File: src/rtl/acc_seq_pkg.sv
package acc_seq_pkg;

  localparam int OP_W = 4;
  localparam int CC_W = 4;

  typedef enum logic [OP_W-1:0] {
    OP_SETB    = 4'd0,
    OP_SHIN    = 4'd1,
    OP_RF_RD   = 4'd2,
    OP_RF_WR   = 4'd3,
    OP_IO_IN   = 4'd4,
    OP_IO_OUT  = 4'd5,
    OP_ALU_PUT = 4'd6,
    OP_ALU_GET = 4'd7,
    OP_JMP     = 4'd8,
    OP_CALL    = 4'd9,
    OP_RET     = 4'd10,
    OP_MEM_RD  = 4'd11,
    OP_MEM_WR  = 4'd12
  } op_e;

  typedef enum logic [CC_W-1:0] {
    CC_EQ  = 4'h1,
    CC_LT  = 4'h2,
    CC_LE  = 4'h3,
    CC_GT  = 4'h4,
    CC_GE  = 4'h5,
    CC_NE  = 4'h6,
    CC_UN  = 4'h8,
    CC_AZ  = 4'hB,
    CC_ANZ = 4'hC,
    CC_ALW = 4'hF
  } cc_e;

  typedef enum logic [1:0] {
    TGT_REG = 2'd0,
    TGT_IO  = 2'd1,
    TGT_ALU = 2'd2,
    TGT_MEM = 2'd3
  } tgt_e;

  typedef enum logic [1:0] {
    S_FETCH  = 2'd0,
    S_EXEC   = 2'd1,
    S_WAIT   = 2'd2,
    S_BRANCH = 2'd3
  } seq_state_e;

  typedef struct packed {
    logic ld_const;
    logic ld_shift;
    logic xfer;
    tgt_e tgt;
    logic wr;
    logic jmp;
    logic call;
    logic ret;
  } dec_t;

  // compare flag bit positions
  localparam int FL_EQ = 0;
  localparam int FL_LT = 1;
  localparam int FL_GT = 2;
  localparam int FL_UN = 3;

endpackage

File: src/rtl/seq_decode.sv
module seq_decode
  import acc_seq_pkg::*;
#(
  parameter int ADDR_W = 10,
  parameter int IMM_W  = 8,
  parameter int IDX_W  = 8,
  localparam int INSTR_W = OP_W + CC_W + ADDR_W
) (
  input  logic [INSTR_W-1:0] instr,
  output dec_t               dec,
  output logic [IMM_W-1:0]   imm,
  output logic [IDX_W-1:0]   idx,
  output logic [ADDR_W-1:0]  target,
  output logic [CC_W-1:0]    cc
);

  logic [OP_W-1:0] op;

  assign op     = instr[ADDR_W+CC_W +: OP_W];
  assign cc     = instr[ADDR_W +: CC_W];
  assign target = instr[ADDR_W-1:0];
  assign imm    = instr[IMM_W-1:0];
  assign idx    = instr[IDX_W-1:0];

  always_comb begin
    dec = '0;
    case (op)
      OP_SETB:    dec.ld_const = 1'b1;
      OP_SHIN:    dec.ld_shift = 1'b1;
      OP_RF_RD:   begin dec.xfer = 1'b1; dec.tgt = TGT_REG; dec.wr = 1'b0; end
      OP_RF_WR:   begin dec.xfer = 1'b1; dec.tgt = TGT_REG; dec.wr = 1'b1; end
      OP_IO_IN:   begin dec.xfer = 1'b1; dec.tgt = TGT_IO;  dec.wr = 1'b0; end
      OP_IO_OUT:  begin dec.xfer = 1'b1; dec.tgt = TGT_IO;  dec.wr = 1'b1; end
      OP_ALU_PUT: begin dec.xfer = 1'b1; dec.tgt = TGT_ALU; dec.wr = 1'b1; end
      OP_ALU_GET: begin dec.xfer = 1'b1; dec.tgt = TGT_ALU; dec.wr = 1'b0; end
      OP_MEM_RD:  begin dec.xfer = 1'b1; dec.tgt = TGT_MEM; dec.wr = 1'b0; end
      OP_MEM_WR:  begin dec.xfer = 1'b1; dec.tgt = TGT_MEM; dec.wr = 1'b1; end
      OP_JMP:     dec.jmp  = 1'b1;
      OP_CALL:    dec.call = 1'b1;
      OP_RET:     dec.ret  = 1'b1;
      default:    dec = '0;
    endcase
  end

endmodule

File: src/rtl/seq_cond_eval.sv
module seq_cond_eval
  import acc_seq_pkg::*;
(
  input  logic [CC_W-1:0] cc,
  input  logic [3:0]      flags,
  input  logic            acc_zero,
  output logic            taken
);

  logic f_eq, f_lt, f_gt, f_un;

  assign f_eq = flags[FL_EQ];
  assign f_lt = flags[FL_LT];
  assign f_gt = flags[FL_GT];
  assign f_un = flags[FL_UN];

  always_comb begin
    case (cc)
      CC_EQ:   taken = f_eq;
      CC_LT:   taken = f_lt;
      CC_LE:   taken = f_eq | f_lt;
      CC_GT:   taken = f_gt;
      CC_GE:   taken = f_eq | f_gt;
      CC_NE:   taken = ~f_eq;
      CC_UN:   taken = f_un;
      CC_AZ:   taken = acc_zero;
      CC_ANZ:  taken = ~acc_zero;
      CC_ALW:  taken = 1'b1;
      default: taken = 1'b0;
    endcase
  end

endmodule

File: src/rtl/seq_ret_stack.sv
module seq_ret_stack #(
  parameter int ADDR_W = 10,
  parameter int DEPTH  = 4,
  localparam int SP_W  = $clog2(DEPTH + 1),
  localparam int PTR_W = (DEPTH > 1) ? $clog2(DEPTH) : 1
) (
  input  logic              clk,
  input  logic              rst,
  input  logic              push,
  input  logic              pop,
  input  logic [ADDR_W-1:0] push_addr,
  output logic [ADDR_W-1:0] top,
  output logic              nonempty,
  output logic              err,
  output logic [SP_W-1:0]   sp
);

  logic [ADDR_W-1:0] ent [DEPTH];
  logic              full;
  logic [PTR_W-1:0]  top_ptr;

  assign full     = (sp == SP_W'(DEPTH));
  assign nonempty = (sp != '0);
  assign top_ptr  = PTR_W'(sp - 1'b1);
  assign top      = ent[top_ptr];

  for (genvar g = 0; g < DEPTH; g++) begin : g_ent
    always_ff @(posedge clk) begin
      if (rst)
        ent[g] <= '0;
      else if (push && !full && sp == SP_W'(g))
        ent[g] <= push_addr;
    end
  end

  always_ff @(posedge clk) begin
    if (rst) begin
      sp  <= '0;
      err <= 1'b0;
    end else if (push) begin
      if (full) err <= 1'b1;
      else      sp  <= sp + 1'b1;
    end else if (pop) begin
      if (!nonempty) err <= 1'b1;
      else           sp  <= sp - 1'b1;
    end
  end

endmodule

File: src/rtl/acc_sequencer.sv
module acc_sequencer
  import acc_seq_pkg::*;
#(
  parameter int ADDR_W      = 10,
  parameter int DATA_W      = 32,
  parameter int IMM_W       = 8,
  parameter int IDX_W       = 8,
  parameter int STACK_DEPTH = 4,
  localparam int INSTR_W    = OP_W + CC_W + ADDR_W,
  localparam int SP_W       = $clog2(STACK_DEPTH + 1)
) (
  input  logic               clk,
  input  logic               rst,
  output logic [ADDR_W-1:0]  rom_addr,
  input  logic [INSTR_W-1:0] rom_data,
  input  logic [3:0]         cmp_flags,
  output logic               xfer_valid,
  input  logic               xfer_ready,
  output logic [1:0]         xfer_target,
  output logic               xfer_we,
  output logic [IDX_W-1:0]   xfer_idx,
  output logic [DATA_W-1:0]  xfer_wdata,
  input  logic [DATA_W-1:0]  xfer_rdata,
  output logic               stack_err
);

  seq_state_e        state;
  logic [ADDR_W-1:0] pc, pc_inc, ret_addr;
  logic [DATA_W-1:0] acc;

  dec_t              dec;
  logic [IMM_W-1:0]  imm;
  logic [IDX_W-1:0]  idx;
  logic [ADDR_W-1:0] jtgt;
  logic [CC_W-1:0]   cc;
  logic              taken, do_push, do_pop, stk_has;
  logic [SP_W-1:0]   sp;

  tgt_e              xt_q;
  logic              xw_q;
  logic [IDX_W-1:0]  xi_q;

  seq_decode #(.ADDR_W(ADDR_W), .IMM_W(IMM_W), .IDX_W(IDX_W)) u_dec (
    .instr (rom_data),
    .dec   (dec),
    .imm   (imm),
    .idx   (idx),
    .target(jtgt),
    .cc    (cc)
  );

  seq_cond_eval u_cond (
    .cc      (cc),
    .flags   (cmp_flags),
    .acc_zero(acc == '0),
    .taken   (taken)
  );

  assign pc_inc  = pc + 1'b1;
  assign do_push = (state == S_EXEC) && dec.call && taken;
  assign do_pop  = (state == S_EXEC) && dec.ret && taken;

  seq_ret_stack #(.ADDR_W(ADDR_W), .DEPTH(STACK_DEPTH)) u_stk (
    .clk      (clk),
    .rst      (rst),
    .push     (do_push),
    .pop      (do_pop),
    .push_addr(pc_inc),
    .top      (ret_addr),
    .nonempty (stk_has),
    .err      (stack_err),
    .sp       (sp)
  );

  always_ff @(posedge clk) begin
    if (rst) begin
      state      <= S_FETCH;
      pc         <= '0;
      acc        <= '0;
      xfer_valid <= 1'b0;
      xt_q       <= TGT_REG;
      xw_q       <= 1'b0;
      xi_q       <= '0;
    end else begin
      case (state)
        S_FETCH: state <= S_EXEC;

        S_EXEC: begin
          if (dec.ld_const) begin
            acc   <= {{(DATA_W-IMM_W){1'b0}}, imm};
            pc    <= pc_inc;
            state <= S_FETCH;
          end else if (dec.ld_shift) begin
            acc   <= {imm, acc[DATA_W-1:IMM_W]};
            pc    <= pc_inc;
            state <= S_FETCH;
          end else if (dec.xfer) begin
            xt_q       <= dec.tgt;
            xw_q       <= dec.wr;
            xi_q       <= idx;
            xfer_valid <= 1'b1;
            state      <= S_WAIT;
          end else if ((dec.jmp || dec.call) && taken) begin
            pc    <= jtgt;
            state <= S_BRANCH;
          end else if (dec.ret && taken && stk_has) begin
            pc    <= ret_addr;
            state <= S_BRANCH;
          end else begin
            pc    <= pc_inc;
            state <= S_FETCH;
          end
        end

        S_WAIT: begin
          if (xfer_ready) begin
            xfer_valid <= 1'b0;
            if (!xw_q) acc <= xfer_rdata;
            pc    <= pc_inc;
            state <= S_FETCH;
          end
        end

        S_BRANCH: state <= S_FETCH;

        default: state <= S_FETCH;
      endcase
    end
  end

  assign rom_addr    = pc;
  assign xfer_target = xt_q;
  assign xfer_we     = xw_q;
  assign xfer_idx    = xi_q;
  assign xfer_wdata  = acc;

endmodule

File: config.mk
export PLATFORM = sky130hd
export DESIGN_NAME = acc_sequencer
export DESIGN_NICKNAME = d
export VERILOG_FILES = /design/src/rtl/acc_seq_pkg.sv /design/src/rtl/seq_decode.sv /design/src/rtl/seq_cond_eval.sv /design/src/rtl/seq_ret_stack.sv /design/src/rtl/acc_sequencer.sv
export SDC_FILE = /design/constraint.sdc
export NUM_CORES = 1
export LEC_CHECK = 0
export BUFFER_PORTS_ARGS = -buffer_cell sky130_fd_sc_hd__buf_4
export CELL_PAD_IN_SITES_DETAIL_PLACEMENT = 1
export CELL_PAD_IN_SITES_GLOBAL_PLACEMENT = 1
export CORE_MARGIN = 4
export CORE_UTILIZATION = 38
export DETAILED_ROUTE_END_ITERATION = 6
export PLACE_DENSITY_LB_ADDON = 0.1
export SYNTH_ARGS = -nofsm -noshare
export SYNTH_HDL_FRONTEND = slang
export SYNTH_SLANG_ARGS = --single-unit
File: constraint.sdc
create_clock -name clk -period 2.6 [get_ports clk]
set_input_delay 0.13 -clock clk [delete_from_list [all_inputs] [get_ports clk]]
set_output_delay 0.13 -clock clk [all_outputs]
set_load 0.03 [all_outputs]
After elaboration in Yosys (flattened, before gate mapping)
Memories as Yosys holds them, arrays and structs flattened.
Index checks and enable logic that the tools add are counted.

storage, ports and cells
  bits in latches = 0
  word-level logic and storage cells = 147
  memories = 1
  RAM bits = 40
  output and inout bits = 55
  input bits = 57
  register bits = 60
  bits in read-only memories = 0

memory list
  memory     words  width  read ports  clocked after Yosys merged registers in  wr ports  RTL line             RTL
  u_stk.ent  4      10     1           0                                        4         seq_ret_stack.sv:18  logic [ADDR_W-1:0] ent [DEPTH];

cells by class
  mux-type cells = 57
  eq/ne operators = 39
  shift operators = 0
  bitwise operators = 10
  multipliers = 0
  magnitude comparators = 0
  div/mod/pow operators = 0
  reductions and logical operators = 28
  add/subtract/negate cells = 3

operator list
  cell                                                                    number
  32-bit 2-to-1 mux                                                       4
  10-bit 2-to-1 mux                                                       10
  32-bit one-hot mux with 2 select lines                                  1
  4-bit equality test (second input constant)                             9
  32-bit logical NOT                                                      1
  4-bit one-hot mux with 8 select lines                                   1
  4-bit by 3-bit equality test with 1-bit output (second input constant)  7
  1-bit 2-to-1 mux                                                        27
  10-bit one-hot mux with 2 select lines                                  1
  4-bit by 2-bit equality test with 1-bit output (second input constant)  4
  2-bit != test (second input constant)                                   7
  1-bit logical AND                                                       12
  2-bit 2-to-1 mux                                                        6
  3-bit 2-to-1 mux                                                        4
  10-bit by 1-bit adder with 10-bit output (second input constant)        1
  1-bit one-hot mux with 10 select lines                                  1
  3-bit AND reduction                                                     3
  4-bit by 1-bit equality test with 1-bit output (second input constant)  2
  2-bit one-hot mux with 4 select lines                                   1
  4-bit AND reduction                                                     2
  3-bit by 2-bit equality test with 1-bit output (second input constant)  2
  1-bit bitwise OR                                                        6
  2-bit nonzero test                                                      3
  5-bit AND reduction                                                     1
  other kinds (17)                                                        21

Longest topological paths before layout
  depth after elaboration = 11
  gate-level depth with buffers = 9
  gate-level depth less buffers = 8

By module
A second synthesis with hierarchy kept.

second synthesis, totals
  cell total of the unflattened synthesis = 583
  area, all modules = 5645.4 sq um

modules (own cells, without submodules)
  module         times used  sequential area each (sq um)  cells an instance  area each (sq um)
  acc_sequencer  1           1121.1                        372                3032.9
  seq_ret_stack  1           1281.2                        144                2108.3
  seq_decode     1           0.0                           55                 421.7
  seq_cond_eval  1           0.0                           12                 82.6

Worst setup path before layout
OpenSTA, ideal clock, no wires.

  path kind = register to register
  start = reg acc[24] (netlist: xfer_wdata[24])
  end = mem u_stk.ent[3][0] (enable)
  path buffers = 1
  setup time = 0.339 ns
  path slack = -0.308 ns
  cell stages (with the launch flop) = 9
  required time = 2.261 ns
  data arrival time = 2.569 ns
  clock period less this slack = 2.908 ns
  cells stage by stage = dfxtp_1 > nor4_1 > nand4_1 > or3_4 > a311oi_4 > nand3_4 > or2_1 > buf_6 > nand2_1

RTL lines
  item                    RTL line              RTL
  from (decl)             acc_sequencer.sv:29   logic [DATA_W-1:0] acc;
  from (signal assigned)  acc_sequencer.sv:90   acc <= {{(DATA_W-IMM_W){1'b0}}, imm};
  from (signal assigned)  acc_sequencer.sv:94   acc <= {imm, acc[DATA_W-1:IMM_W]};
  from (signal assigned)  acc_sequencer.sv:118  if (!xw_q) acc <= xfer_rdata;
  to (decl)               seq_ret_stack.sv:18

==> flow_summary_export.csv <==
group,metric,value,unit
status,status,"complete, but fails checks",
status,violations,"negative setup slack",
logic_synthesis,async_reset_ff_frac,0,
sta,period_share,1.060,
place,place_hpwl,13.26,mm
detailed_routing,via_per_inst,5.782,
pwr,powerDensity,743.9,nW/um^2
place,port_buffers,111,
logic_synthesis,synth_area_leaders,"dfxtp_1 23%, edfxtp_1 23%, mux2i_1 5.8%",
worst_setup_path,path_max_fanout,20,
logic_synthesis,syn_avg_cell_area,10.07,um^2
place,place_congestion,0.8111,
floorplan,dieHeight,124.6,um
detailed_routing,postRouteAntennaNets,0,
global_routing,antenna_found_initial,0,
detailed_routing,highest_layer,"met4",
sta,finalHoldViolCount,0,
clock_network,clockRootBuffer,"clkbuf_16",
floorplan,start_util,0.3885,
logic_synthesis,yosysSeqAreaShare,0.4651,
logic_synthesis,synth-seq-cells,100,
logic_synthesis,synth_ff_type,"dfxtp_1",
logic_synthesis,yosys_warnings,0,
sta,finClkSkew,0.008555,ns
worst_setup_path,timing.rr.start,"xfer_wdata[6]",
detailed_routing,first_pass_iters,4,
worst_setup_path,ff2ff_path_depth,8,
sta,finalHoldWorstSlack,0.08989,ns
min_path,hold_class,"primary input to flip-flop",
pwr,ir_worst_vdd,0.3541,mV
global_routing,grt_pass1_vias,5086,
worst_setup_path,cp-end-kind,"flip-flop",
clock_network,clkTransAtPathRegs,0.07,ns
final_layout,final_layout_size_suffix_gt1_frac,0.4094,
floorplan,io_pins,112,
place,dp_slack,-0.2036,ns
logic_synthesis,synth_cell_type_count,52,
final_layout,final_common_cell,"buf_4",
global_routing,grt-ovfl-total,0,
sta,slew_viol_final,0,
detailed_routing,drc,0,
final_layout,num_antenna_cells,0,
sta,finalSetupViolations,2,
detailed_routing,wire_per_inst,22.31,um
logic_synthesis,synth.top_cell.area_share,0.2326,
clock_network,clock-sinks,100,
worst_setup_path,startpoint,"xfer_wdata[6]",
floorplan,fp-row-count,42,
detailed_routing,vias,4845,
logic_synthesis,synth_fp_nets,580,
pwr,p_total,5.408,mW
worst_setup_path,cp_slowest_cell,"nor4_1",
clock_network,cts_tree,"yes",
clock_network,hold_buffers,0,
final_layout,fin_cells,838,
sta,setup_slack,-0.1569,ns
clock_network,cts_max_path_buffers,2,
final_layout,layout_common_cells,"161 x buf_4, 67 x nor2_1, 40 x edfxtp_1, 39 x dfxtp_1, 30 x mux2i_1",
floorplan,die_width,124.6,um
min_path,worstHoldStart,"rom_data[6]",
sta,setup-tns-final,-0.1698,ns
detailed_routing,wl,18.70,mm
floorplan,coreArea,13300,um^2
global_routing,track_usage,0.2336,
final_layout,fillers,1484,
worst_setup_path,cpPeakStageDelay,0.44,ns
logic_synthesis,synth-edff-count,40,
pwr,cellLeakagePower,2.836,nW
worst_setup_path,r2r_slack,-0.16,ns
floorplan,dieArea,15520,um^2
global_routing,grt_max_degree,57,
detailed_routing,wl_met3,751,um
detailed_routing,route.met2.wl,9.149,mm
sta,timing.fmax,362.7,MHz
min_path,hold_end,"xfer_idx[6]",
logic_synthesis,syn_inst,513,
place,placed_cells,814,
sta,tightest_slew,1.011,ns
flow_run,cap_violations,0,
sta,min_period,2.757,ns
global_routing,grt_pass1_wl,28.60,mm
logic_synthesis,yosys.area.top_type,"dfxtp_1",
worst_setup_path,crit_chain,"nor4_4, buf_4, nand4_1, or3_4, a311oi_4, nand3_4, buf_4, nor4_1",
clock_network,htreeDepth,3,
worst_setup_path,required,2.72,ns
logic_synthesis,syn-cell-area,5165,um^2
detailed_routing,met1_length,8.409,mm
sta,relSlewSlack,0.3213,
worst_setup_path,timing.rr.end,"u_stk.ent[2][2]",
clock_network,clock_latency,0.35,ns
clock_network,numCtsBuffers,9,
worst_setup_path,worst_ep_arrival_time,2.87,ns
worst_setup_path,cpMostUsedCell,"buf_4",
final_layout,final_nets,724,
sta,rsz0062_at_grt,"true",
detailed_routing,drtIter0Drc,324,
final_layout,syn_to_final_growth,40.75,%
worst_setup_path,start_kind,"flip-flop",
min_path,whs_path_depth,3,
worst_setup_path,critical_path_class,"flip-flop to flip-flop",
-- final cells by class --
class                           count  area, um^2  area share
Multi-Input combinational cell    359        2890      0.3976
Inverter                           16       60.06    0.008262
Clock buffer                       14       254.0     0.03494
Sequential cell                   100        2429      0.3341
Tap cell                          176       220.2     0.03029
Clock inverter                      2       33.78    0.004647
Timing Repair Buffer              171        1383      0.1902
-- cell families after synthesis --
| family | share of synthesized area |
|---|---|
| simple gates | 0.1778 |
| mux | 0.1126 |
| flops | 0.4651 |
| xor+xnor | 0.01696 |
| buf+inv | 0.04094 |
| fa+ha+maj | 0.02422 |
| compound gates | 0.1623 |
-- worst max path at each step --
stage,slack [ns],endpoint,cells after the start
floorplan,0.001,u_stk.ent[3][0],8
detailed placement,-0.20,u_stk.ent[0][8],8
CTS,-0.03,u_stk.ent[3][5],9
global placement,-0.16,u_stk.ent[0][5],8
finish,-0.16,u_stk.ent[2][2],8
global route,-0.28,u_stk.ent[2][2],8
-- registers in the layout, summed over array words and instances (netlist names), 2 cells and up --
name	cells
u_stk.ent	40
state	2
u_stk.sp	3
rom_addr	10
xfer_target	2
xfer_idx	8
xfer_wdata	32
-- worst max-delay path: cells and delay by family, from the launching register on --
family	cells	cell delay, ns
buffers and inverters	2	0.42
and+or+nand+nor	5	1.44
AOI/OAI and AO/OA	1	0.32
DFF	1	0.33
-- timing repair --
| item | 4_1_cts | 5_1_grt |
|---|---|---|
| setup endpoints to repair | 76 | 96 |
| setup buffers | 4 | 2 |
| gates cloned | 1 | 1 |
| pin swaps | 7 | 37 |
| gates resized for setup | 29 | 36 |
-- routing by layer --
metal,vias to the layer above,global-route usage
li1,2231,-
met1,2467,0.3167
met2,125,0.3779
met3,22,0.03559
met4,0,0.08704
met5,-,0
-- power by group --
part           internal [mW]  switching, mW  total [mW]
Clock                  0.772          0.590        1.36
Sequential              1.82          0.186        2.01
Combinational          0.854           1.18        2.04
-- Yosys cell counts (all sizes together), types with 2 or more instances --
master,count
nand2b,4
nor4,14
a22oi,25
a31oi,4
a311oi,6
a211oi,25
mux2,5
o211ai,2
nand3,12
o311a,3
ha,10
nand4,6
a221oi,3
a21o,3
nor2,70
or3,3
a21oi,6
xor2,3
nor3,39
nor2b,7
o21ai,19
edfxtp,40
buf,4
o221a,7
xnor2,7
inv,16
nand2,23
mux2i,30
mux4,10
clkbuf,34
dfxtp,60
-- stage by stage --
step	utilization	instance area, um^2
after global placement	0.4933	6559
after detailed placement	0.4933	6559
after CTS	0.5281	7022
after global routing	0.5468	7269
after floorplan	-	5201
final	0.5468	7269
Power figures use the tool's default switching activity.
